## src/rtl/uft_pkg.sv

```systemverilog
package uft_pkg;

   typedef enum logic [2:0] {
      S_IDLE  = 3'd0,
      S_START = 3'd1,
      S_DATA  = 3'd2,
      S_PAR   = 3'd3,
      S_STOP  = 3'd4
   } uft_state_t;

   // width of a tick counter able to hold a count up to max_ticks
   function automatic int uft_cnt_w(input int max_ticks);
      return $clog2(max_ticks + 1);
   endfunction

endpackage

```

## src/rtl/uft_frame_plan.sv

```systemverilog
// Derives the shape of one frame from the character and the framing controls.
module uft_frame_plan #(
   parameter int DATA_W = 8,
   parameter int OS     = 16,
   parameter int LEN_W  = uft_pkg::uft_cnt_w(2 * OS)
) (
   input  logic [DATA_W-1:0] data,
   input  logic [1:0]        word_len,
   input  logic              par_en,
   input  logic              par_sel,
   input  logic              par_stick,
   input  logic              stop_mode,
   output logic [3:0]        nbits,
   output logic              has_par,
   output logic              par_bit,
   output logic [LEN_W-1:0]  stop_len
);
   localparam int HALF = OS / 2;

   if (DATA_W != 8) begin : g_bad_data_w
      $error("uft_frame_plan: DATA_W must be 8");
   end
   if ((OS < 2) || ((OS % 2) != 0)) begin : g_bad_os
      $error("uft_frame_plan: OS must be even and at least 2");
   end

   logic [DATA_W-1:0] keep;
   logic [DATA_W-1:0] masked;
   logic              par_calc;

   assign nbits = 4'd5 + {2'b00, word_len};

   for (genvar i = 0; i < DATA_W; i++) begin : g_mask
      assign keep[i] = (nbits > 4'(i));
   end

   assign masked   = data & keep;
   assign par_calc = par_sel ? (^masked) : ~(^masked);
   assign has_par  = par_en;
   assign par_bit  = par_stick ? ~par_sel : par_calc;

   always_comb begin
      if (!stop_mode)           stop_len = LEN_W'(OS);
      else if (word_len == 2'b00) stop_len = LEN_W'(OS + HALF);
      else                       stop_len = LEN_W'(2 * OS);
   end

endmodule

```

## src/rtl/uft_bit_clock.sv

```systemverilog
// Counts baud ticks inside one phase of the frame; flags the last tick.
module uft_bit_clock #(
   parameter int LEN_W = 6
) (
   input  logic             clk,
   input  logic             rst_n,
   input  logic             tick,
   input  logic             restart,
   input  logic [LEN_W-1:0] limit,
   output logic             done
);
   logic [LEN_W-1:0] cnt;

   assign done = tick && (cnt == (limit - LEN_W'(1)));

   always_ff @(posedge clk or negedge rst_n) begin
      if (!rst_n)             cnt <= '0;
      else if (restart || done) cnt <= '0;
      else if (tick)          cnt <= cnt + LEN_W'(1);
   end

   // the phase counter never reaches its limit
   a_r8_cnt_bound: assert property (@(posedge clk) disable iff (!rst_n)
      cnt < limit);

endmodule

```

## src/rtl/uart_frame_tx.sv

```systemverilog
module uart_frame_tx #(
   parameter int DATA_W = 8,
   parameter int OS     = 16
) (
   input  logic              clk,
   input  logic              rst_n,
   input  logic              tick16,
   input  logic              in_valid,
   output logic              in_ready,
   input  logic [DATA_W-1:0] in_data,
   input  logic [1:0]        word_len,
   input  logic              par_en,
   input  logic              par_sel,
   input  logic              par_stick,
   input  logic              stop_mode,
   output logic              ser_out,
   output logic              busy
);
   import uft_pkg::*;

   localparam int LEN_W = uft_cnt_w(2 * OS);

   uft_state_t        state;
   logic [DATA_W-1:0] shreg;
   logic [3:0]        bits_left;
   logic              pl_par, pl_bit;
   logic [LEN_W-1:0]  pl_stop;

   logic [3:0]        nx_nbits;
   logic              nx_par, nx_bit;
   logic [LEN_W-1:0]  nx_stop;
   logic [LEN_W-1:0]  limit;
   logic              accept, done;

   uft_frame_plan #(.DATA_W(DATA_W), .OS(OS), .LEN_W(LEN_W)) i_plan (
      .data(in_data), .word_len(word_len), .par_en(par_en),
      .par_sel(par_sel), .par_stick(par_stick), .stop_mode(stop_mode),
      .nbits(nx_nbits), .has_par(nx_par), .par_bit(nx_bit), .stop_len(nx_stop)
   );

   assign limit = (state == S_STOP) ? pl_stop : LEN_W'(OS);

   uft_bit_clock #(.LEN_W(LEN_W)) i_clock (
      .clk(clk), .rst_n(rst_n), .tick(tick16), .restart(accept),
      .limit(limit), .done(done)
   );

   assign in_ready = (state == S_IDLE);
   assign busy     = ~in_ready;
   assign accept   = in_valid && in_ready;

   always_ff @(posedge clk or negedge rst_n) begin
      if (!rst_n) begin
         state     <= S_IDLE;
         shreg     <= '0;
         bits_left <= '0;
         pl_par    <= 1'b0;
         pl_bit    <= 1'b0;
         pl_stop   <= LEN_W'(OS);
      end else begin
         case (state)
            S_IDLE: if (accept) begin
               shreg     <= in_data;
               bits_left <= nx_nbits;
               pl_par    <= nx_par;
               pl_bit    <= nx_bit;
               pl_stop   <= nx_stop;
               state     <= S_START;
            end
            S_START: if (done) state <= S_DATA;
            S_DATA: if (done) begin
               shreg     <= shreg >> 1;
               bits_left <= bits_left - 4'd1;
               if (bits_left == 4'd1) state <= pl_par ? S_PAR : S_STOP;
            end
            S_PAR:  if (done) state <= S_STOP;
            S_STOP: if (done) state <= S_IDLE;
            default: state <= S_IDLE;
         endcase
      end
   end

   always_comb begin
      case (state)
         S_START: ser_out = 1'b0;
         S_DATA:  ser_out = shreg[0];
         S_PAR:   ser_out = pl_bit;
         default: ser_out = 1'b1;
      endcase
   end

   // idle line is high
   a_r2_idle_high: assert property (@(posedge clk) disable iff (!rst_n)
      !busy |-> ser_out);
   // acceptance drops ready and starts the start bit next cycle
   a_r10_accept_start: assert property (@(posedge clk) disable iff (!rst_n)
      (in_valid && in_ready) |=> (!in_ready && !ser_out));
   // nothing moves without a tick
   a_r8_hold_no_tick: assert property (@(posedge clk) disable iff (!rst_n)
      (busy && !tick16) |=> (busy && $stable(ser_out)));
   // ready returns only on a tick edge
   a_r10_ready_on_tick: assert property (@(posedge clk) disable iff (!rst_n)
      $rose(in_ready) |-> $past(tick16));

endmodule

```

## config.mk

```make
export PLATFORM = sky130hd
export DESIGN_NAME = uart_frame_tx
export DESIGN_NICKNAME = d
export VERILOG_FILES = /design/src/rtl/uft_pkg.sv /design/src/rtl/uft_frame_plan.sv /design/src/rtl/uft_bit_clock.sv /design/src/rtl/uart_frame_tx.sv
export SDC_FILE = /design/constraint.sdc
export NUM_CORES = 1
export LEC_CHECK = 0
export CAP_MARGIN = 25
export CORE_ASPECT_RATIO = 1.25
export CORE_MARGIN = 2
export CORE_UTILIZATION = 52
export CTS_BUF_LIST = sky130_fd_sc_hd__clkbuf_2
export CTS_CLUSTER_SIZE = 16
export DETAILED_ROUTE_END_ITERATION = 7
export PLACE_DENSITY = 0.81
export RECOVER_POWER = 100
export SYNTH_ARGS = -nofsm -noshare
export SYNTH_HDL_FRONTEND = slang
export SYNTH_SLANG_ARGS = --single-unit
```

## constraint.sdc

```tcl
create_clock -name clk -period 4 [get_ports clk]
set_input_delay 0.8 -clock clk [delete_from_list [all_inputs] [get_ports clk]]
set_output_delay 0.8 -clock clk [all_outputs]
set_load 0.02 [all_outputs]
```

After elaboration in Yosys (flattened, before gate mapping):

Cells that the tools add are included.

* $add $sub $neg: 4
* $lt $le $gt $ge: 8
* eq/ne operators: 12
* mux-type cells: 22
* bitwise gates (word level): 4
* reduce and logical (&&, ||, !) cells: 11

Operator list (number)
* $mux 6: 5
* $mux 3: 7
* $gt 4x3->1 const B: 4
* $mux 8: 2
* $pmux 8 s2: 1
* $pmux 3 s5: 1
* $ne 2x1->1 const B: 5
* $and 8x8->8: 1
* $gt 4x1->1 const B: 2
* $gt 4x2->1 const B: 2
* $mux 4: 2
* $pmux 4 s2: 1
* $reduce_xor 8->1: 1
* $add 6x1->6 const B: 1
* $eq 3x2->1 const B: 2
* $eq 6x6->1: 1
* $reduce_and 6->1: 1
* $sub 6x1->6 const B: 1
* $add 3x2->4 const A: 1
* $eq 4x1->1 const B: 1
* $reduce_bool 2->1: 2
* $sub 4x1->4 const B: 1
* $eq 3x1->1 const B: 1
* $eq 3x3->1 const B: 1
* other kinds (10): 14

* register bits after elaboration: 29
* input port bits: 18
* output and inout bits: 3

Longest topological paths before layout:

* depth after elaboration: 7
* gate-level depth with buffers: 11

Hierarchy:

A second synthesis with hierarchy kept.

* cell total of the unflattened synthesis: 186
* area total of the unflattened synthesis: 1968.1 um^2

By module, submodules not included
* uart_frame_tx: times used 1, cells an instance 105, area each 1234.9 um^2, seq. area each 576.8 um^2
* uft_bit_clock: times used 1, cells an instance 50, area each 499.2 um^2, seq. area each 150.1 um^2
* uft_frame_plan: times used 1, cells an instance 31, area each 234.0 um^2, seq. area each 0.0 um^2

Worst setup path after synthesis:

OpenSTA, ideal clock, no wires.

* path kind: register -> register
* start: register state[1]
* end: register state[1]
* arrival time: 2081 ps
* required time: 3878 ps
* slack: 1798 ps
* stages on the path, launching flop included: 10
* period minus slack after synthesis: 2202 ps
* cells stage by stage: dfrtp_1 > buf_6 > and4bb_2 > inv_1 > ha_1 > xor2_1 > nand4_1 > nor3_2 > o21ai_0 > a32o_1

* longest elaborated chain between the ends: 7
* elaborated cells between the ends (all ways): 18
* classes of those cells: 1 x add/sub; 11 x eq/ne; 2 x mux; 4 x reduce/logical

RTL lines
* start, declared: line uart_frame_tx.sv:23 `uft_state_t state;`
* start signal, assigned: line uart_frame_tx.sv:74 `if (bits_left == 4'd1) state <= pl_par ? S_PAR : S_STOP;`
* $eq 3x3->1: line uart_frame_tx.sv:41, uart_frame_tx.sv:61
* $mux 6: line uart_frame_tx.sv:41 `assign limit = (state == S_STOP) ? pl_stop : LEN_W'(OS);`
* $sub 6x1->6: line uft_bit_clock.sv:14 `assign done = tick && (cnt == (limit - LEN_W'(1)));`
* $eq 6x6->1: line uft_bit_clock.sv:14
* $logic_and 1x1->1: line uft_bit_clock.sv:14
* $ne 2x1->1 (no source line)
* $reduce_and 6->1 (no source line)

Several ways; a longest one is shown, not always the timed one.
A chain may end at the register's enable or synchronous reset.

Final worst setup path:

* start: register state[0]
* end: register bits_left[2]

* longest elaborated chain between the ends: 7
* elaborated cells between the ends (all ways): 13
* classes of those cells: 1 x add/sub; 5 x eq/ne; 2 x mux; 5 x reduce/logical

RTL lines
* $eq 3x3->1: line uart_frame_tx.sv:41
* $mux 6: line uart_frame_tx.sv:41
* $sub 6x1->6: line uft_bit_clock.sv:14
* $eq 6x6->1: line uft_bit_clock.sv:14
* $logic_and 1x1->1: line uft_bit_clock.sv:14
* $ne 2x1->1 (no source line)
* $reduce_and 3->1 (no source line)
* end signal, assigned: line uart_frame_tx.sv:64 `bits_left <= nx_nbits;`
* end signal, assigned: line uart_frame_tx.sv:73 `bits_left <= bits_left - 4'd1;`
* end, declared: line uart_frame_tx.sv:25 `logic [3:0] bits_left;`

Several ways; a longest one is shown, not always the timed one.

==> impl_results.html <==
<table>
<tr><th>Metric</th><th>Value</th></tr>
<tr><th colspan="2">Outcome</th></tr>
<tr><td>Result of the run</td><td>finished clean</td></tr>
<tr><th colspan="2">Setup path</th></tr>
<tr><td>Critical register-to-register path endpoint</td><td>bits_left[2]$_DFFE_PN0P_</td></tr>
<tr><td>Element type at the critical path start</td><td>flip-flop</td></tr>
<tr><td>Largest fanout on the critical path</td><td>21</td></tr>
<tr><td>Capturing element of the worst setup path</td><td>bits_left[2]$_DFFE_PN0P_</td></tr>
<tr><td>Required @ worst endpoint</td><td>4.28 ns</td></tr>
<tr><td>Endpoint arrival time on the critical path</td><td>3.33 ns</td></tr>
<tr><td>Reg2reg path depth</td><td>9</td></tr>
<tr><td>FF-to-FF setup slack</td><td>about 0.95 ns</td></tr>
<tr><td>Critical path start-end classification</td><td>reg2reg</td></tr>
<tr><td>Startpoint of the most critical setup path</td><td>state[0]$_DFFE_PN0P_</td></tr>
<tr><td>Type of element capturing the critical path</td><td>flip-flop</td></tr>
<tr><td>Worst flop-to-flop path startpoint</td><td>state[0]$_DFFE_PN0P_</td></tr>
<tr><th colspan="2">Final layout</th></tr>
<tr><td>Final design area excluding fillers</td><td>between 1500 and 2000 sq um</td></tr>
<tr><td>Final-stage net count</td><td>229</td></tr>
<tr><td>Antenna diode instance count</td><td>0</td></tr>
<tr><td>Share of post-route cells with drive strength above 1</td><td>between 6 and 7%</td></tr>
<tr><td>Final Non-Filler Cells</td><td>about 240</td></tr>
<tr><td>Layout Area Growth over Synthesis</td><td>12.3%</td></tr>
<tr><td>Filler Cells Inserted</td><td>between 200 and 300</td></tr>
<tr><th colspan="2">Floorplanning</th></tr>
<tr><td>Width of the chip</td><td>54.4 um</td></tr>
<tr><td>Chip height</td><td>67.0 um</td></tr>
<tr><td>Area inside the core boundary</td><td>between 2000 and 3000 sq um</td></tr>
<tr><td>Die Outline Area</td><td>about 3600 sq um</td></tr>
<tr><td>Count of boundary I/O pins</td><td>21</td></tr>
<tr><td>Cell row count</td><td>22</td></tr>
<tr><td>Initial core utilization</td><td>about 56%</td></tr>
<tr><th colspan="2">Synthesis</th></tr>
<tr><td>Number of distinct standard cells referenced by the synthesized netlist</td><td>between 40 and 50</td></tr>
<tr><td>Sequential fraction of the synthesis area</td><td>39.4%</td></tr>
<tr><td>Nets in the synthesized netlist</td><td>approximately 210</td></tr>
<tr><td>Xor and xnor area share after synthesis</td><td>under 10%</td></tr>
<tr><td>Cell area after technology mapping</td><td>approximately 1700 sq um</td></tr>
<tr><td>Count of flip-flops with a built-in enable after synthesis</td><td>0</td></tr>
<tr><td>Area fraction in and, or, nand and nor cells after synthesis</td><td>approximately 23%</td></tr>
<tr><td>Combinational family with the most area after synthesis</td><td>simple AND/OR/NAND/NOR gates</td></tr>
<tr><td>Post-synthesis average cell area</td><td>about 9.0 sq um</td></tr>
<tr><td>Most frequently used flop master after synthesis</td><td>sky130_fd_sc_hd__dfrtp_1</td></tr>
<tr><td>Register bit total from synthesis</td><td>26</td></tr>
<tr><td>Warnings, synthesis</td><td>0</td></tr>
<tr><td>Async SR Flop Fraction</td><td>100%</td></tr>
<tr><td>Proportion of synthesized area in mux cells</td><td>1.29%</td></tr>
<tr><td>Share of the synthesized area in compound gates (AO/OA/AOI/OAI)</td><td>between 10% and 20%</td></tr>
<tr><td>Post-Syn Instances</td><td>around 180</td></tr>
<tr><td>Adder-cell share of the synthesized area</td><td>6.81%</td></tr>
<tr><th colspan="2">Pwr</th></tr>
<tr><td>Sequential share of power</td><td>53.0%</td></tr>
<tr><td>Proportion of power drawn by combinational gates</td><td>a little over a third</td></tr>
<tr><td>Switching Share</td><td>between 30% and 40%</td></tr>
<tr><td>Power spent charging and discharging nets</td><td>between 300 and 400 uW</td></tr>
<tr><td>Power density over the cells</td><td>about 490 nW/um^2</td></tr>
<tr><td>Peak VDD IR</td><td>approximately 300 uV</td></tr>
<tr><td>Power share of the clock group</td><td>approximately 11%</td></tr>
<tr><td>Lkg Pwr</td><td>roughly 0.00080 uW</td></tr>
<tr><td>Cell internal pwr</td><td>562 uW</td></tr>
<tr><th colspan="2">Timing</th></tr>
<tr><td>Fraction of the cycle the final worst path needs</td><td>roughly 76%</td></tr>
<tr><td>Unrepaired setup endpoints after global routing</td><td>no</td></tr>
<tr><td>Maximum frequency from static timing analysis</td><td>approximately 330 MHz</td></tr>
<tr><td>Final min period</td><td>between 3 and 4 ns</td></tr>
<tr><td>Worst clock skew</td><td>roughly 0.0011 ns</td></tr>
<tr><td>Max Slew Vio Count</td><td>0</td></tr>
<tr><td>Number of failing hold endpoints at the final stage</td><td>0</td></tr>
<tr><td>Tightest slew margin relative to the limit</td><td>5.97%</td></tr>
<tr><td>Final setup violation count</td><td>0</td></tr>
<tr><td>Setup total negative slack</td><td>0 ns</td></tr>
<tr><td>Transition at the pin with the smallest max-transition slack</td><td>around 1.4 ns</td></tr>
<tr><th colspan="2">CTS</th></tr>
<tr><td>TritonCTS clock tree</td><td>yes</td></tr>
<tr><td>Clock root buffer</td><td>sky130_fd_sc_hd__clkbuf_2</td></tr>
<tr><td>CTS H-tree lvls</td><td>1</td></tr>
<tr><td>Buffer depth of the longest clock path</td><td>2</td></tr>
<tr><td>Worst skew pair latency</td><td>about 0.35 ns</td></tr>
<tr><td>Quantity of gates resized following cts</td><td>0</td></tr>
<tr><td>CTS Buf Count</td><td>3</td></tr>
<tr><td>Clock sink count</td><td>26</td></tr>
<tr><td>Post-CTS setup-driven buffer insertion count</td><td>0</td></tr>
<tr><td>CTS clock-pin slew for the worst setup and hold paths</td><td>0.23 ns</td></tr>
<tr><td>CTS Hold Buffers Added</td><td>0</td></tr>
<tr><th colspan="2">Global routing</th></tr>
<tr><td>Antenna violations before repair</td><td>0</td></tr>
<tr><td>Tot GR Track Use</td><td>~22%</td></tr>
<tr><td>Global-route wire length before repair</td><td>approximately 5700 um</td></tr>
<tr><td>Via count of the first global-routing pass</td><td>~1400</td></tr>
<tr><td>Maximum number of pins on one net before global-route repair</td><td>27</td></tr>
<tr><td>GRT Residual Overflow</td><td>0</td></tr>
<tr><th colspan="2">Drt</th></tr>
<tr><td>Final WL</td><td>around 3500 um</td></tr>
<tr><td>DRC</td><td>0</td></tr>
<tr><td>Mean number of vias per cell</td><td>about 5.8</td></tr>
<tr><td>1st-iter DRT viols</td><td>slightly above 40</td></tr>
<tr><td>Via count</td><td>about 1400</td></tr>
<tr><td>Detailed Routing Iterations Pass 1</td><td>4</td></tr>
<tr><td>Number of nets still failing antenna checks after routing</td><td>0</td></tr>
<tr><td>Average routed wire per standard cell</td><td>between 10 and 15 um</td></tr>
<tr><th colspan="2">Run</th></tr>
<tr><td>Number of max-cap violations</td><td>0</td></tr>
<tr><th colspan="2">Place</th></tr>
<tr><td>Number of buffers inserted by port buffering</td><td>20</td></tr>
<tr><td>GP Congestion</td><td>0.866</td></tr>
<tr><td>Total cell area at the placement stage</td><td>1860 sq um</td></tr>
<tr><td>Post-DP HPWL</td><td>2640 um</td></tr>
<tr><td>Number of placed cells counting well taps</td><td>around 230</td></tr>
<tr><th colspan="2">Min path</th></tr>
<tr><td>Worst hold-check path type</td><td>reg2reg</td></tr>
</table>
layer usage:
layer  track usage (%)  vias to the layer above  part of all wire, %  routed length (um)
met2              40.1                       32                   53                1840
met4              8.44                        0                  1.4                  49
met3              2.47                        6                  3.2                 109
li1                  -                      669                    -                   -
met1              23.9                      676                   42                1460
met5                 0                        -                    0                   0
cell usage after synthesis, types with 2 or more instances:
cell type	instances	area, sq um
sky130_fd_sc_hd__nor3_1	2	10.0
sky130_fd_sc_hd__a2111oi_0	2	17.5
sky130_fd_sc_hd__xnor2_1	9	78.8
sky130_fd_sc_hd__a31oi_1	7	43.8
sky130_fd_sc_hd__nand4_1	3	18.8
sky130_fd_sc_hd__a21oi_1	5	25.0
sky130_fd_sc_hd__inv_1	11	41.3
sky130_fd_sc_hd__a211oi_2	2	25.0
sky130_fd_sc_hd__nand2_1	28	105
sky130_fd_sc_hd__xor2_1	7	61.3
sky130_fd_sc_hd__or3_1	2	12.5
sky130_fd_sc_hd__clkbuf_1	3	11.3
sky130_fd_sc_hd__buf_6	2	22.5
sky130_fd_sc_hd__nor3b_1	2	15.0
sky130_fd_sc_hd__buf_2	3	15.0
sky130_fd_sc_hd__and3_1	2	12.5
sky130_fd_sc_hd__o21ai_0	7	35.0
sky130_fd_sc_hd__nand3_1	2	10.0
sky130_fd_sc_hd__nand2b_1	4	25.0
sky130_fd_sc_hd__dfrtp_1	25	626
sky130_fd_sc_hd__nor2_1	21	78.8
sky130_fd_sc_hd__ha_1	9	113
cell families (layout without fill, tap and decap cells):
group / after synthesis / after routing
DFF: 26 / 26
and+or+nand+nor: 75 / 75
adders and majority gates: 9 / 9
buffers and inverters: 21 / 38
xor gates and xnor gates: 16 / 16
muxes: 2 / 2
AOI/OAI and AO/OA: 35 / 35
how the worst min path moves through the flow:
| stage | end | slack [ns] | depth (start not counted) | startpoint |
|---|---|---|---|---|
| floorplan | pl_stop[5]$_DFFE_PN0P_ | 0.44 | 2 | pl_stop[5]$_DFFE_PN0P_ |
| global placement | pl_stop[5]$_DFFE_PN0P_ | 0.45 | 2 | pl_stop[5]$_DFFE_PN0P_ |
| detailed placement | pl_stop[3]$_DFFE_PN0P_ | 0.47 | 2 | pl_stop[3]$_DFFE_PN0P_ |
| CTS | pl_stop[4]$_DFFE_PN1P_ | 0.51 | 2 | pl_stop[4]$_DFFE_PN1P_ |
| global route | pl_stop[5]$_DFFE_PN0P_ | 0.56 | 2 | pl_stop[5]$_DFFE_PN0P_ |
| finish | pl_stop[4]$_DFFE_PN1P_ | 0.50 | 2 | pl_stop[4]$_DFFE_PN1P_ |
flip-flops by register name (all words and copies together), names as in the netlist:
name / flops
bits_left: 4
state: 3
shreg: 8
pl_stop: 3
pl_par: 1
pl_bit: 1
i_clock.cnt: 6
metrics by stage:
| stage | total power, uW | hold WS [ns] | setup WS (ns) | utilization, % |
|---|---|---|---|---|
| 3_5_place_dp | 817 | 0.469 | 1.17 | 62.6 |
| 3_3_place_gp | 788 | 0.453 | 1.34 | 62.6 |
| 4_1_cts | 918 | 0.507 | 1.21 | 63.3 |
| 2_1_floorplan | 712 | 0.439 | 1.80 | - |
| 6_report | 901 | 0.503 | 0.946 | 62.5 |
| 5_1_grt | 979 | 0.563 | 0.650 | 62.5 |
power groups by stage:
| stage | clock, uW | combinational (uW) | sequential (uW) |
|---|---|---|---|
| 2_1_floorplan | 0 | 266 | 446 |
| 3_3_place_gp | 0 | 313 | 474 |
| 3_5_place_dp | 0 | 334 | 483 |
| 4_1_cts | 105 | 337 | 476 |
| 5_1_grt | 116 | 367 | 496 |
| 6_report | 102 | 322 | 477 |
placed cells by master, fill, tap and decap left out, types with 3 or more instances in the layout:
master,n
sky130_fd_sc_hd__clkbuf_2,4
sky130_fd_sc_hd__a21oi_1,5
sky130_fd_sc_hd__clkdlybuf4s50_1,15
sky130_fd_sc_hd__inv_1,11
sky130_fd_sc_hd__xor2_1,7
sky130_fd_sc_hd__o21ai_0,7
sky130_fd_sc_hd__a31oi_1,7
sky130_fd_sc_hd__dfrtp_1,25
sky130_fd_sc_hd__nor2_1,21
sky130_fd_sc_hd__nand2_1,28
sky130_fd_sc_hd__nor3_1,3
sky130_fd_sc_hd__nand4_1,3
sky130_fd_sc_hd__xnor2_1,9
sky130_fd_sc_hd__nand2b_1,4
sky130_fd_sc_hd__ha_1,9
sky130_fd_sc_hd__dlygate4sd3_1,5
layout make-up:
type | count | area (sq um) | area share (%)
clock buffer | 4 | 20.0 | 1.08
inverter | 11 | 41.3 | 2.22
multi-input combinational | 137 | 883 | 47.6
sequential | 26 | 652 | 35.1
tap | 36 | 45.0 | 2.43
timing repair buffer | 23 | 215 | 11.6
critical path, cell delays in order, from the launching register on:
cell and delay, ns:
sky130_fd_sc_hd__dfrtp_1 0.56, sky130_fd_sc_hd__and4bb_2 0.38, sky130_fd_sc_hd__inv_1 0.05, sky130_fd_sc_hd__ha_1 0.30
sky130_fd_sc_hd__xor2_1 0.15, sky130_fd_sc_hd__nand4_1 0.16, sky130_fd_sc_hd__o31ai_1 0.27, sky130_fd_sc_hd__clkbuf_1 0.63
sky130_fd_sc_hd__o21ai_0 0.24, sky130_fd_sc_hd__a22o_1 0.24
Power figures use the tool's default switching activity.
